`src/rtl/dsi_lrc_pkg.sv`:
```
`timescale 1ns/1ps
package dsi_lrc_pkg;

   typedef enum logic [2:0] {
      ST_IDLE,
      ST_BASE,
      ST_MARG,
      ST_UI,
      ST_MBPS
   } lrc_state_t;

   localparam logic [2:0] FMT_RGB888  = 3'd0;
   localparam logic [2:0] FMT_RGB666L = 3'd1;
   localparam logic [2:0] FMT_RGB666P = 3'd2;
   localparam logic [2:0] FMT_RGB565  = 3'd3;

   localparam logic [2:0] COL_565  = 3'd0;
   localparam logic [2:0] COL_666P = 3'd3;
   localparam logic [2:0] COL_666L = 3'd4;
   localparam logic [2:0] COL_888  = 3'd5;

endpackage

```
`src/rtl/dsi_lrc_div.sv`:
```
`timescale 1ns/1ps
// Restoring bit-serial divider: one quotient bit per cycle.
// A zero divisor yields an all-ones quotient.
module dsi_lrc_div #(
   parameter int W = 32
) (
   input  logic         clk,
   input  logic         rst_n,
   input  logic         start_i,
   input  logic [W-1:0] num_i,
   input  logic [W-1:0] den_i,
   output logic         done_o,
   output logic [W-1:0] quo_o
);
   localparam int CW = $clog2(W + 1);

   logic [W-1:0]  rem_q, quo_q, den_q;
   logic [CW-1:0] cnt_q;
   logic          busy_q, done_q;
   logic [W:0]    trial;
   logic          fits;

   assign trial = {rem_q, quo_q[W-1]};
   assign fits  = trial >= {1'b0, den_q};

   always_ff @(posedge clk or negedge rst_n) begin
      if (!rst_n) begin
         rem_q  <= '0;
         quo_q  <= '0;
         den_q  <= '0;
         cnt_q  <= '0;
         busy_q <= 1'b0;
         done_q <= 1'b0;
      end else begin
         done_q <= 1'b0;
         if (start_i) begin
            rem_q  <= '0;
            quo_q  <= num_i;
            den_q  <= den_i;
            cnt_q  <= CW'(W);
            busy_q <= 1'b1;
         end else if (busy_q) begin
            rem_q <= fits ? W'(trial - {1'b0, den_q}) : trial[W-1:0];
            quo_q <= {quo_q[W-2:0], fits};
            cnt_q <= cnt_q - CW'(1);
            if (cnt_q == CW'(1)) begin
               busy_q <= 1'b0;
               done_q <= 1'b1;
            end
         end
      end
   end

   assign done_o = done_q;
   assign quo_o  = quo_q;
endmodule

```
`src/rtl/dsi_lrc_fmt.sv`:
```
`timescale 1ns/1ps
// Pixel format decode: wire bits per pixel and color multiplexing code.
module dsi_lrc_fmt
   import dsi_lrc_pkg::*;
(
   input  logic [2:0] fmt_i,
   output logic [4:0] bpp_o,
   output logic [2:0] color_o
);
   always_comb begin
      case (fmt_i)
         FMT_RGB666L: begin bpp_o = 5'd24; color_o = COL_666L; end
         FMT_RGB666P: begin bpp_o = 5'd18; color_o = COL_666P; end
         FMT_RGB565:  begin bpp_o = 5'd16; color_o = COL_565;  end
         default:     begin bpp_o = 5'd24; color_o = COL_888;  end
      endcase
   end
endmodule

```
`src/rtl/dsi_lrc_limits.sv`:
```
`timescale 1ns/1ps
// Lane rate window, widened on the matching hardware revision.
module dsi_lrc_limits #(
   parameter int          DIV_W    = 32,
   parameter int unsigned MIN_KBPS = 31250,
   parameter int unsigned MAX_KBPS = 500000,
   parameter logic [23:0] FAST_ID  = 24'h313331
) (
   input  logic [31:0]      version_i,
   output logic             fast_o,
   output logic [DIV_W-1:0] min_o,
   output logic [DIV_W-1:0] max_o
);
   assign fast_o = (version_i >> 8) == {8'd0, FAST_ID};
   assign min_o  = fast_o ? DIV_W'(MIN_KBPS * 2) : DIV_W'(MIN_KBPS);
   assign max_o  = fast_o ? DIV_W'(MAX_KBPS * 2) : DIV_W'(MAX_KBPS);
endmodule

```
`src/rtl/dsi_lane_rate_cfg.sv`:
```
`timescale 1ns/1ps
module dsi_lane_rate_cfg
   import dsi_lrc_pkg::*;
#(
   parameter int          PIX_W    = 20,
   parameter int          LANE_W   = 3,
   parameter int          DIV_W    = 32,
   parameter int          UI_W     = 6,
   parameter int unsigned MIN_KBPS = 31250,
   parameter int unsigned MAX_KBPS = 500000,
   parameter logic [23:0] FAST_ID  = 24'h313331
) (
   input  logic              clk,
   input  logic              rst_n,
   input  logic              start_i,
   input  logic [PIX_W-1:0]  pix_khz_i,
   input  logic [2:0]        fmt_i,
   input  logic [LANE_W-1:0] lanes_i,
   input  logic [31:0]       version_i,
   input  logic [DIV_W-1:0]  pll_khz_i,
   output logic              done_o,
   output logic [DIV_W-1:0]  target_kbps_o,
   output logic [UI_W-1:0]   uix4_o,
   output logic [2:0]        color_o,
   output logic [DIV_W-1:0]  lane_mbps_o,
   output logic              warn_max_o,
   output logic              warn_min_o
);
   localparam int unsigned UI_NUM    = 4000000;
   localparam int unsigned MARG_MUL  = 12;
   localparam int unsigned MARG_DIV  = 10;
   localparam int unsigned KHZ_PER_M = 1000;

   if (DIV_W < PIX_W + 9) begin : g_bad_div_w
      $error("DIV_W too narrow for pixel clock times bpp times margin");
   end
   if (DIV_W < 23) begin : g_bad_ui_num
      $error("DIV_W cannot hold the unit interval numerator");
   end
   if (UI_W < 1 || UI_W > DIV_W) begin : g_bad_ui_w
      $error("UI_W out of range");
   end

   lrc_state_t       state_q;
   logic [31:0]      version_q;
   logic [DIV_W-1:0] pll_q, tgt_q;
   logic [2:0]       color_q;
   logic [UI_W-1:0]  ui_q;
   logic             wmax_q, wmin_q;

   logic             div_start, div_done;
   logic [DIV_W-1:0] div_num, div_den, div_quo;
   logic [4:0]       bpp_w;
   logic [2:0]       color_w;
   logic             fast_q;
   logic [DIV_W-1:0] lim_min, lim_max;
   logic [DIV_W-1:0] clamp_val;
   logic             hit_max, hit_min;

   dsi_lrc_fmt u_fmt (
      .fmt_i   (fmt_i),
      .bpp_o   (bpp_w),
      .color_o (color_w)
   );

   dsi_lrc_limits #(
      .DIV_W    (DIV_W),
      .MIN_KBPS (MIN_KBPS),
      .MAX_KBPS (MAX_KBPS),
      .FAST_ID  (FAST_ID)
   ) u_lim (
      .version_i (version_q),
      .fast_o    (fast_q),
      .min_o     (lim_min),
      .max_o     (lim_max)
   );

   dsi_lrc_div #(.W(DIV_W)) u_div (
      .clk     (clk),
      .rst_n   (rst_n),
      .start_i (div_start),
      .num_i   (div_num),
      .den_i   (div_den),
      .done_o  (div_done),
      .quo_o   (div_quo)
   );

   // Ceiling applied first, then the floor.
   always_comb begin
      hit_max   = div_quo > lim_max;
      clamp_val = hit_max ? lim_max : div_quo;
      hit_min   = clamp_val < lim_min;
      if (hit_min) clamp_val = lim_min;
   end

   always_comb begin
      div_start = 1'b0;
      div_num   = '0;
      div_den   = '0;
      case (state_q)
         ST_IDLE: if (start_i) begin
            div_start = 1'b1;
            div_num   = DIV_W'(pix_khz_i) * DIV_W'(bpp_w);
            div_den   = (lanes_i == '0) ? DIV_W'(1) : DIV_W'(lanes_i);
         end
         ST_BASE: if (div_done) begin
            div_start = 1'b1;
            div_num   = div_quo * DIV_W'(MARG_MUL);
            div_den   = DIV_W'(MARG_DIV);
         end
         ST_MARG: if (div_done) begin
            div_start = 1'b1;
            div_num   = DIV_W'(UI_NUM);
            div_den   = pll_q;
         end
         ST_UI: if (div_done) begin
            div_start = 1'b1;
            div_num   = pll_q;
            div_den   = DIV_W'(KHZ_PER_M);
         end
         default: ;
      endcase
   end

   always_ff @(posedge clk or negedge rst_n) begin
      if (!rst_n) begin
         state_q       <= ST_IDLE;
         version_q     <= '0;
         pll_q         <= '0;
         tgt_q         <= '0;
         color_q       <= '0;
         ui_q          <= '0;
         wmax_q        <= 1'b0;
         wmin_q        <= 1'b0;
         done_o        <= 1'b0;
         target_kbps_o <= '0;
         uix4_o        <= '0;
         color_o       <= '0;
         lane_mbps_o   <= '0;
         warn_max_o    <= 1'b0;
         warn_min_o    <= 1'b0;
      end else begin
         done_o <= 1'b0;
         case (state_q)
            ST_IDLE: if (start_i) begin
               version_q <= version_i;
               pll_q     <= pll_khz_i;
               color_q   <= color_w;
               state_q   <= ST_BASE;
            end
            ST_BASE: if (div_done) state_q <= ST_MARG;
            ST_MARG: if (div_done) begin
               tgt_q   <= clamp_val;
               wmax_q  <= hit_max;
               wmin_q  <= hit_min;
               state_q <= ST_UI;
            end
            ST_UI: if (div_done) begin
               ui_q    <= div_quo[UI_W-1:0];
               state_q <= ST_MBPS;
            end
            ST_MBPS: if (div_done) begin
               target_kbps_o <= tgt_q;
               uix4_o        <= ui_q;
               color_o       <= color_q;
               lane_mbps_o   <= div_quo;
               warn_max_o    <= wmax_q;
               warn_min_o    <= wmin_q;
               done_o        <= 1'b1;
               state_q       <= ST_IDLE;
            end
            default: state_q <= ST_IDLE;
         endcase
      end
   end
endmodule

```
`config.mk`:
```
export PLATFORM = sky130hd
export DESIGN_NAME = dsi_lane_rate_cfg
export DESIGN_NICKNAME = d
export VERILOG_FILES = /design/src/rtl/dsi_lrc_pkg.sv /design/src/rtl/dsi_lrc_div.sv /design/src/rtl/dsi_lrc_fmt.sv /design/src/rtl/dsi_lrc_limits.sv /design/src/rtl/dsi_lane_rate_cfg.sv
export SDC_FILE = /design/constraint.sdc
export NUM_CORES = 1
export LEC_CHECK = 0
export BUFFER_PORTS_ARGS = -buffer_cell sky130_fd_sc_hd__buf_2
export CAP_MARGIN = 25
export CORE_AREA = 5 5 204 206
export CTS_CLUSTER_SIZE = 28
export DETAILED_ROUTE_END_ITERATION = 10
export DIE_AREA = 0 0 209 211
export GPL_TIMING_DRIVEN = 1
export PLACE_DENSITY_LB_ADDON = 0.05
export REMOVE_ABC_BUFFERS = 1
export SYNTH_ARGS = -nofsm -noshare
export SYNTH_HDL_FRONTEND = slang
export SYNTH_SLANG_ARGS = --single-unit
```
`constraint.sdc`:
```
create_clock -name clk -period 10.02 [get_ports clk]
set_input_delay 0.501 -clock clk [delete_from_list [all_inputs] [get_ports clk]]
set_output_delay 0.501 -clock clk [all_outputs]
set_load 0.005 [all_outputs]
```
== Word level (Yosys, flattened, before mapping) ==
Index checks and enable logic that the tools add are counted.
Word-level totals
  bits in registers: 290
  word-level logic and storage cells: 90
  bits of input ports: 93
Cells by class
  multipliers: 2
  order comparisons: 3
  mux-type cells: 39
  equal/unequal tests: 14
  $add $sub $neg: 2
  reductions and logical operators: 9
Operator list (count)
  $mux W32: 9
  $pmux W32 S4: 2
  $ge A33 B32 Y1: 1
  $gt A32 B32 Y1: 1
  $lt A32 B32 Y1: 1
  $mul A32 B2 Y30 const B: 1
  $sub A32 B32 Y32: 1
  $mul A20 B5 Y25: 1
  $mux W25: 1
  $eq A24 B22 Y1 const B: 1
  $mux W22: 1
  $mux W3: 7
  $mux W20: 1
  $mux W16: 1
  $pmux W3 S5: 1
  $eq A3 B2 Y1 const B: 4
  $mux W6: 2
  $mux W10: 1
  $mux W1: 9
  $pmux W3 S3: 1
  $ne A2 B1 Y1 const B: 4
  $pmux W4 S2: 1
  $reduce_and A2 Y1: 4
  $eq A3 B1 Y1 const B: 2
  other kinds (10): 11

== Logic depth before layout (Yosys ltp) ==
  word-level depth: 6
  gate-level depth with buffers: 21

== By module ==
From an unflattened synthesis, not the netlist that was laid out.
Second synthesis, totals
  cell total of the unflattened synthesis: 2491
  area total of the unflattened synthesis: 22078.7 sq um
By module, submodules not included
  dsi_lane_rate_cfg: area an instance 14908.0 sq um, instances 1, cells each 1675, seq. area each 4654.5 sq um
  dsi_lrc_div: area an instance 6548.8 sq um, instances 1, cells each 732, seq. area each 2602.5 sq um
  dsi_lrc_limits: area an instance 556.8 sq um, instances 1, cells each 74, seq. area each 0.0 sq um
  dsi_lrc_fmt: area an instance 65.1 sq um, instances 1, cells each 10, seq. area each 0.0 sq um

== Worst setup path before layout ==
Ideal clock, no wire load.
  kind: register to register
  from: register version_q[15]
  to: register tgt_q[0]
  stages on the path, launching flop included: 21
  arrival time: 5.410 ns
  clock period less this slack: 5.531 ns
  setup slack: 4.489 ns
  cells stage by stage: dfrtp_1 or4b_2 nor3_1 inv_1 ha_1 nor2b_1 o31a_1 o21ai_0 a21o_1 a31oi_2 nand2_1 o21a_1 ha_1 or4_1 nand4_1 a21oi_1 or4_1 and2b_4 and2_4 buf_6 a22o_1
Between the ends
  longest elaborated chain between the ends: 6
  elaborated cells on any way between the ends: 7
  those cells by class: order compare (2); eq/ne (1); mux (4)
RTL lines
  from (decl): RTL line dsi_lane_rate_cfg.sv:45  | logic [31:0] version_q;
  from (signal assigned): RTL line dsi_lane_rate_cfg.sv:146  | version_q <= version_i;
  $eq A24 B22 Y1 *: RTL line dsi_lrc_limits.sv:14  | assign fast_o = (version_i >> 8) == {8'd0, FAST_ID};
  $mux W20: RTL line dsi_lrc_limits.sv:16  | assign max_o = fast_o ? DIV_W'(MAX_KBPS * 2) : DIV_W'(MAX_KBPS);
  $gt A32 B32 Y1: RTL line dsi_lane_rate_cfg.sv:90  | hit_max = div_quo > lim_max;
  $mux W32: RTL line dsi_lane_rate_cfg.sv:91  | clamp_val = hit_max ? lim_max : div_quo;
  $lt A32 B32 Y1: RTL line dsi_lane_rate_cfg.sv:92  | hit_min = clamp_val < lim_min;
  $mux W32 *: RTL line dsi_lane_rate_cfg.sv:93  | if (hit_min) clamp_val = lim_min;
  to (signal assigned): RTL line dsi_lane_rate_cfg.sv:153  | tgt_q <= clamp_val;
  to (decl): RTL line dsi_lane_rate_cfg.sv:46  | logic [DIV_W-1:0] pll_q, tgt_q;
Every way passes the cells marked *; elsewhere a longest branch is shown, timed or not.
A chain may end at the register's enable or synchronous reset.

== Worst setup path in the final report ==
  from: register version_q[23]
  to: register tgt_q[22]
Same word-level chain as after synthesis.

==> impl_table.tex <==
\begin{tabular}{lr}
\hline
Metric & Value \\
\hline
\multicolumn{2}{l}{\textbf{Run status}} \\
Outcome & finished, final reports clean \\
\multicolumn{2}{l}{\textbf{Drt}} \\
Number of design-rule violations left by the first detailed-router iteration & 759 \\
Post-route DRC violation count & 0 \\
Post-detailed-route wirelength per cell & 18.2 µm \\
Final wirelength & around 47 mm \\
Detail-routed via count per cell & 5.44 \\
Post-detailed-route count of antenna-violating nets & 0 \\
Drt pass-1 iters & 5 \\
Vias after detailed routing & about 14000 \\
\multicolumn{2}{l}{\textbf{Power and ir drop}} \\
Standby leakage power & 10.3 nW \\
Peak ir drop on the vdd network & between 0.1 and 0.15 mV \\
Total power & about 0.0026 W \\
PD cells & about 130 mW/mm² \\
\multicolumn{2}{l}{\textbf{Timing}} \\
Share of the clock period used by the worst path after layout & 62.8\% \\
Worst hold slack across all endpoints & 0.150 ns \\
Number of setup violations in the final report & 0 \\
Normalized max-slew margin & 34.9\% \\
Setup repair after global routing missed its margin & no \\
Final Hold Vio Count & 0 \\
Maximum clock rate & 159 MHz \\
Setup total negative slack & 0 ns \\
Post-route minimum period & 6.29 ns \\
Final Max Slew Viols & 0 \\
Worst-margin pin slew & just under 1 ns \\
Post-Route Skew & 0.0188 ns \\
\multicolumn{2}{l}{\textbf{Yosys}} \\
Number of synthesized register bits & roughly 280 \\
Summed instance area of the synthesized netlist & 0.0175 mm² \\
Seq/Total Area, Yosys & 40.4\% \\
Most frequently used flop master after synthesis & dfrtp\_1 \\
Async SR Flop Fraction & 100\% \\
Synth Instances & 1890 \\
Mapped Avg Cell Area & $\sim$9 µm² \\
Count of different cell masters after synthesis & 79 \\
Largest area contributor in the netlist & dfrtp\_1 \\
Warnings, synthesis & 0 \\
Number of enable-type register cells in the synthesized netlist & 0 \\
Area share of the largest cell type after synthesis & 40.4\% \\
Dominant cells by area after synthesis & dfrtp\_1 40\%, ha\_1 11\%, nand2\_1 7.6\%, mux2\_2 5.2\%, o21ai\_0 3.8\% \\
\multicolumn{2}{l}{\textbf{Setup path}} \\
Type of the worst setup path & flop to flop \\
Cell Chain, Critical Path & nor4b\_1, nand4\_1, nor3\_1, buf\_4, inv\_1, ha\_1, nor2b\_1, o31a\_1, o21ai\_0, a21o\_1, a31oi\_2, nand2\_1, o21a\_1, ha\_1, or4\_1, nand4\_1, a21oi\_1, or4\_1, and2b\_4, and2\_4, a22o\_1 \\
Highest fanout seen on the critical path & 19 \\
Slowest cell on the critical path & or4\_1 \\
Slowest Stage Delay on Critical Path & 0.72 ns \\
Cell family with most CP delay & simple AND/OR/NAND/NOR gates \\
Data required time of the worst path & between 10 and 15 ns \\
Startpoint Class & flop \\
Endpoint type of the worst setup path & flop \\
Number of buffers and inverters on the critical path & 2 \\
Arrival time of the worst setup path & 6.71 ns \\
\multicolumn{2}{l}{\textbf{Global routing}} \\
Largest net degree at the start of global routing & 87 \\
First-pass GRT wire length & 76.6 mm \\
Number of global-route vias before repair & 14047 \\
Total routing resource utilization after global routing & a little over a fifth \\
Total overflow reported by the global router & 0 \\
Initial antenna violation count & 1 \\
\multicolumn{2}{l}{\textbf{Clock tree}} \\
H-tree levels & 2 \\
Clk sink count & 282 \\
Clock-pin slew reported for the worst setup and hold paths after clock tree synthesis & 0.06 ns \\
TritonCTS clock tree & built \\
CTS max path bufs & 3 \\
Clock latency of the later-clocked register in the worst-skew pair & 0.54 ns \\
Total CTS buffers & 34 \\
Clock root cell & clkbuf\_16 \\
\multicolumn{2}{l}{\textbf{Floorplanning}} \\
Std-Cell Core Area & 0.0395 mm² \\
Number of core rows & 73 \\
Die width & 209 µm \\
Overall die height & 211 µm \\
Initial Util & between 40\% and 50\% \\
\# IOs & 169 \\
Area of the die & roughly 0.044 mm² \\
\multicolumn{2}{l}{\textbf{Place}} \\
Final HPWL DP & 33.8 mm \\
Final estimated routing congestion in global placement & approximately 0.87 \\
Count of buffers from port buffering & between 150 and 200 \\
\multicolumn{2}{l}{\textbf{Finish}} \\
Most common cell after layout, fill and taps aside & nand2\_1 \\
Fraction of final layout cells with drive strength greater than 1 & 16.5\% \\
Highest-count cells in the layout ignoring fill and taps & 354 x nand2\_1, 281 x dfrtp\_1, 159 x buf\_2, 148 x ha\_1, 131 x o21ai\_0 \\
Count of fill cells added during filler insertion & 3800 \\
Area added between synthesis and finish & 14.1\% \\
Count of nets after finishing & 2285 \\
\multicolumn{2}{l}{\textbf{Worst hold path}} \\
Hold Path Class & primary input to flop \\
\multicolumn{2}{l}{\textbf{Job}} \\
Reported max-cap violation count & 0 \\
\hline
\end{tabular}
## repair_timing
action                                 4_1_cts  5_1_grt
setup buffers                                0        0
endpoints found under the hold margin       83        0
hold buffers                                 1        0
gates resized for setup                      0        0
## synthesized netlist by cell type, types with 19 or more instances
cell type  count
mux2_2        80
xor2_1        29
dfrtp_1      282
clkbuf_1      63
a31oi_1       27
ha_1         148
xnor2_1       39
nand3_1       19
fa_1          20
mux2i_1       37
inv_1        101
a21oi_1      110
nor2_1       112
a21o_1        23
and2_1        41
nand2_1      354
o21ai_0      131
## tightest hold or removal path, delay by kind of cell
family | cells | cell delay [ns]
buf+inv | 1 | 0.07
simple gates | 2 | 0.08
## metrics by stage
step	cell area (µm²)	instances	utilization (%)	setup slack, ns
floorplan	17100	1807	-	2.53
global placement	18800	2509	47.6	3.79
detailed placement	18800	2510	47.6	3.71
CTS	19900	2568	50.4	3.68
global route	19900	2570	50.5	3.22
finish	19900	2571	50.5	3.73
## power breakdown
group	leakage, nW	switching (W)	internal, W
sequential	3.85	0.0000136	0.00115
clock	0.538	0.000484	0.000734
combinational	5.90	0.000120	0.0000874
total	10.3	0.000618	0.00197
## logic make-up (layout without fill, tap and decap cells)
logic type	after synthesis	count (layout)	synth area share, %
AOI/OAI and AO/OA	426	426	15.4
xor gates and xnor gates	68	68	3.41
adders and majority gates	168	168	12.9
buffers and inverters	184	339	4.06
DFF	282	282	40.4
muxes	117	117	7.28
other	0	1	0
and+or+nand+nor	645	645	16.6
## path summary, 6_finish.rpt
check	start	end	slack [ns]	depth (start not counted)
max in group asynchronous	rst_n	u_div.den_q[21]$_DFFE_PN0P_	8.19	3
setup / recovery	version_q[23]$_DFFE_PN0P_	tgt_q[22]$_DFFE_PN0P_	3.73	21
setup reg to reg	version_q[23]$_DFFE_PN0P_	tgt_q[22]$_DFFE_PN0P_	3.73	21
min in group asynchronous	rst_n	lane_mbps_o[0]$_DFFE_PN0P_	0.56	2
hold / removal	version_i[19]	version_q[19]$_DFFE_PN0P_	0.15	3
hold reg to reg	tgt_q[6]$_DFFE_PN0P_	tgt_q[6]$_DFFE_PN0P_	0.46	2
## per-layer routing
metal | global-route usage, % | routed length (µm)
met2 | 34.4 | 21500
met4 | 6.71 | 1280
met3 | 2.78 | 2040
met1 | 30.0 | 22100
met5 | 0 | 0
## sequential cells by signal, indices dropped and copies added, names as in the netlist, 6 cells and up
signal	flops
version_q	24
uix4_o	6
u_div.rem_q	32
pll_q	32
target_kbps_o	32
lane_mbps_o	32
ui_q	6
u_div.cnt_q	6
tgt_q	32
u_div.den_q	32
u_div.quo_o	32
## layout make-up
cell class	count	area, µm²	area share (%)
Antenna cell	1	2.50	0.0126
Tap cell	525	657	3.30
Inverter	101	379	1.90
Clock inverter	10	110	0.552
Sequential cell	282	7060	35.4
Clock buffer	47	981	4.92
Timing Repair Buffer	181	996	5.00
Multi-Input combinational cell	1424	9740	48.9
(Power assumes the default switching activity.)
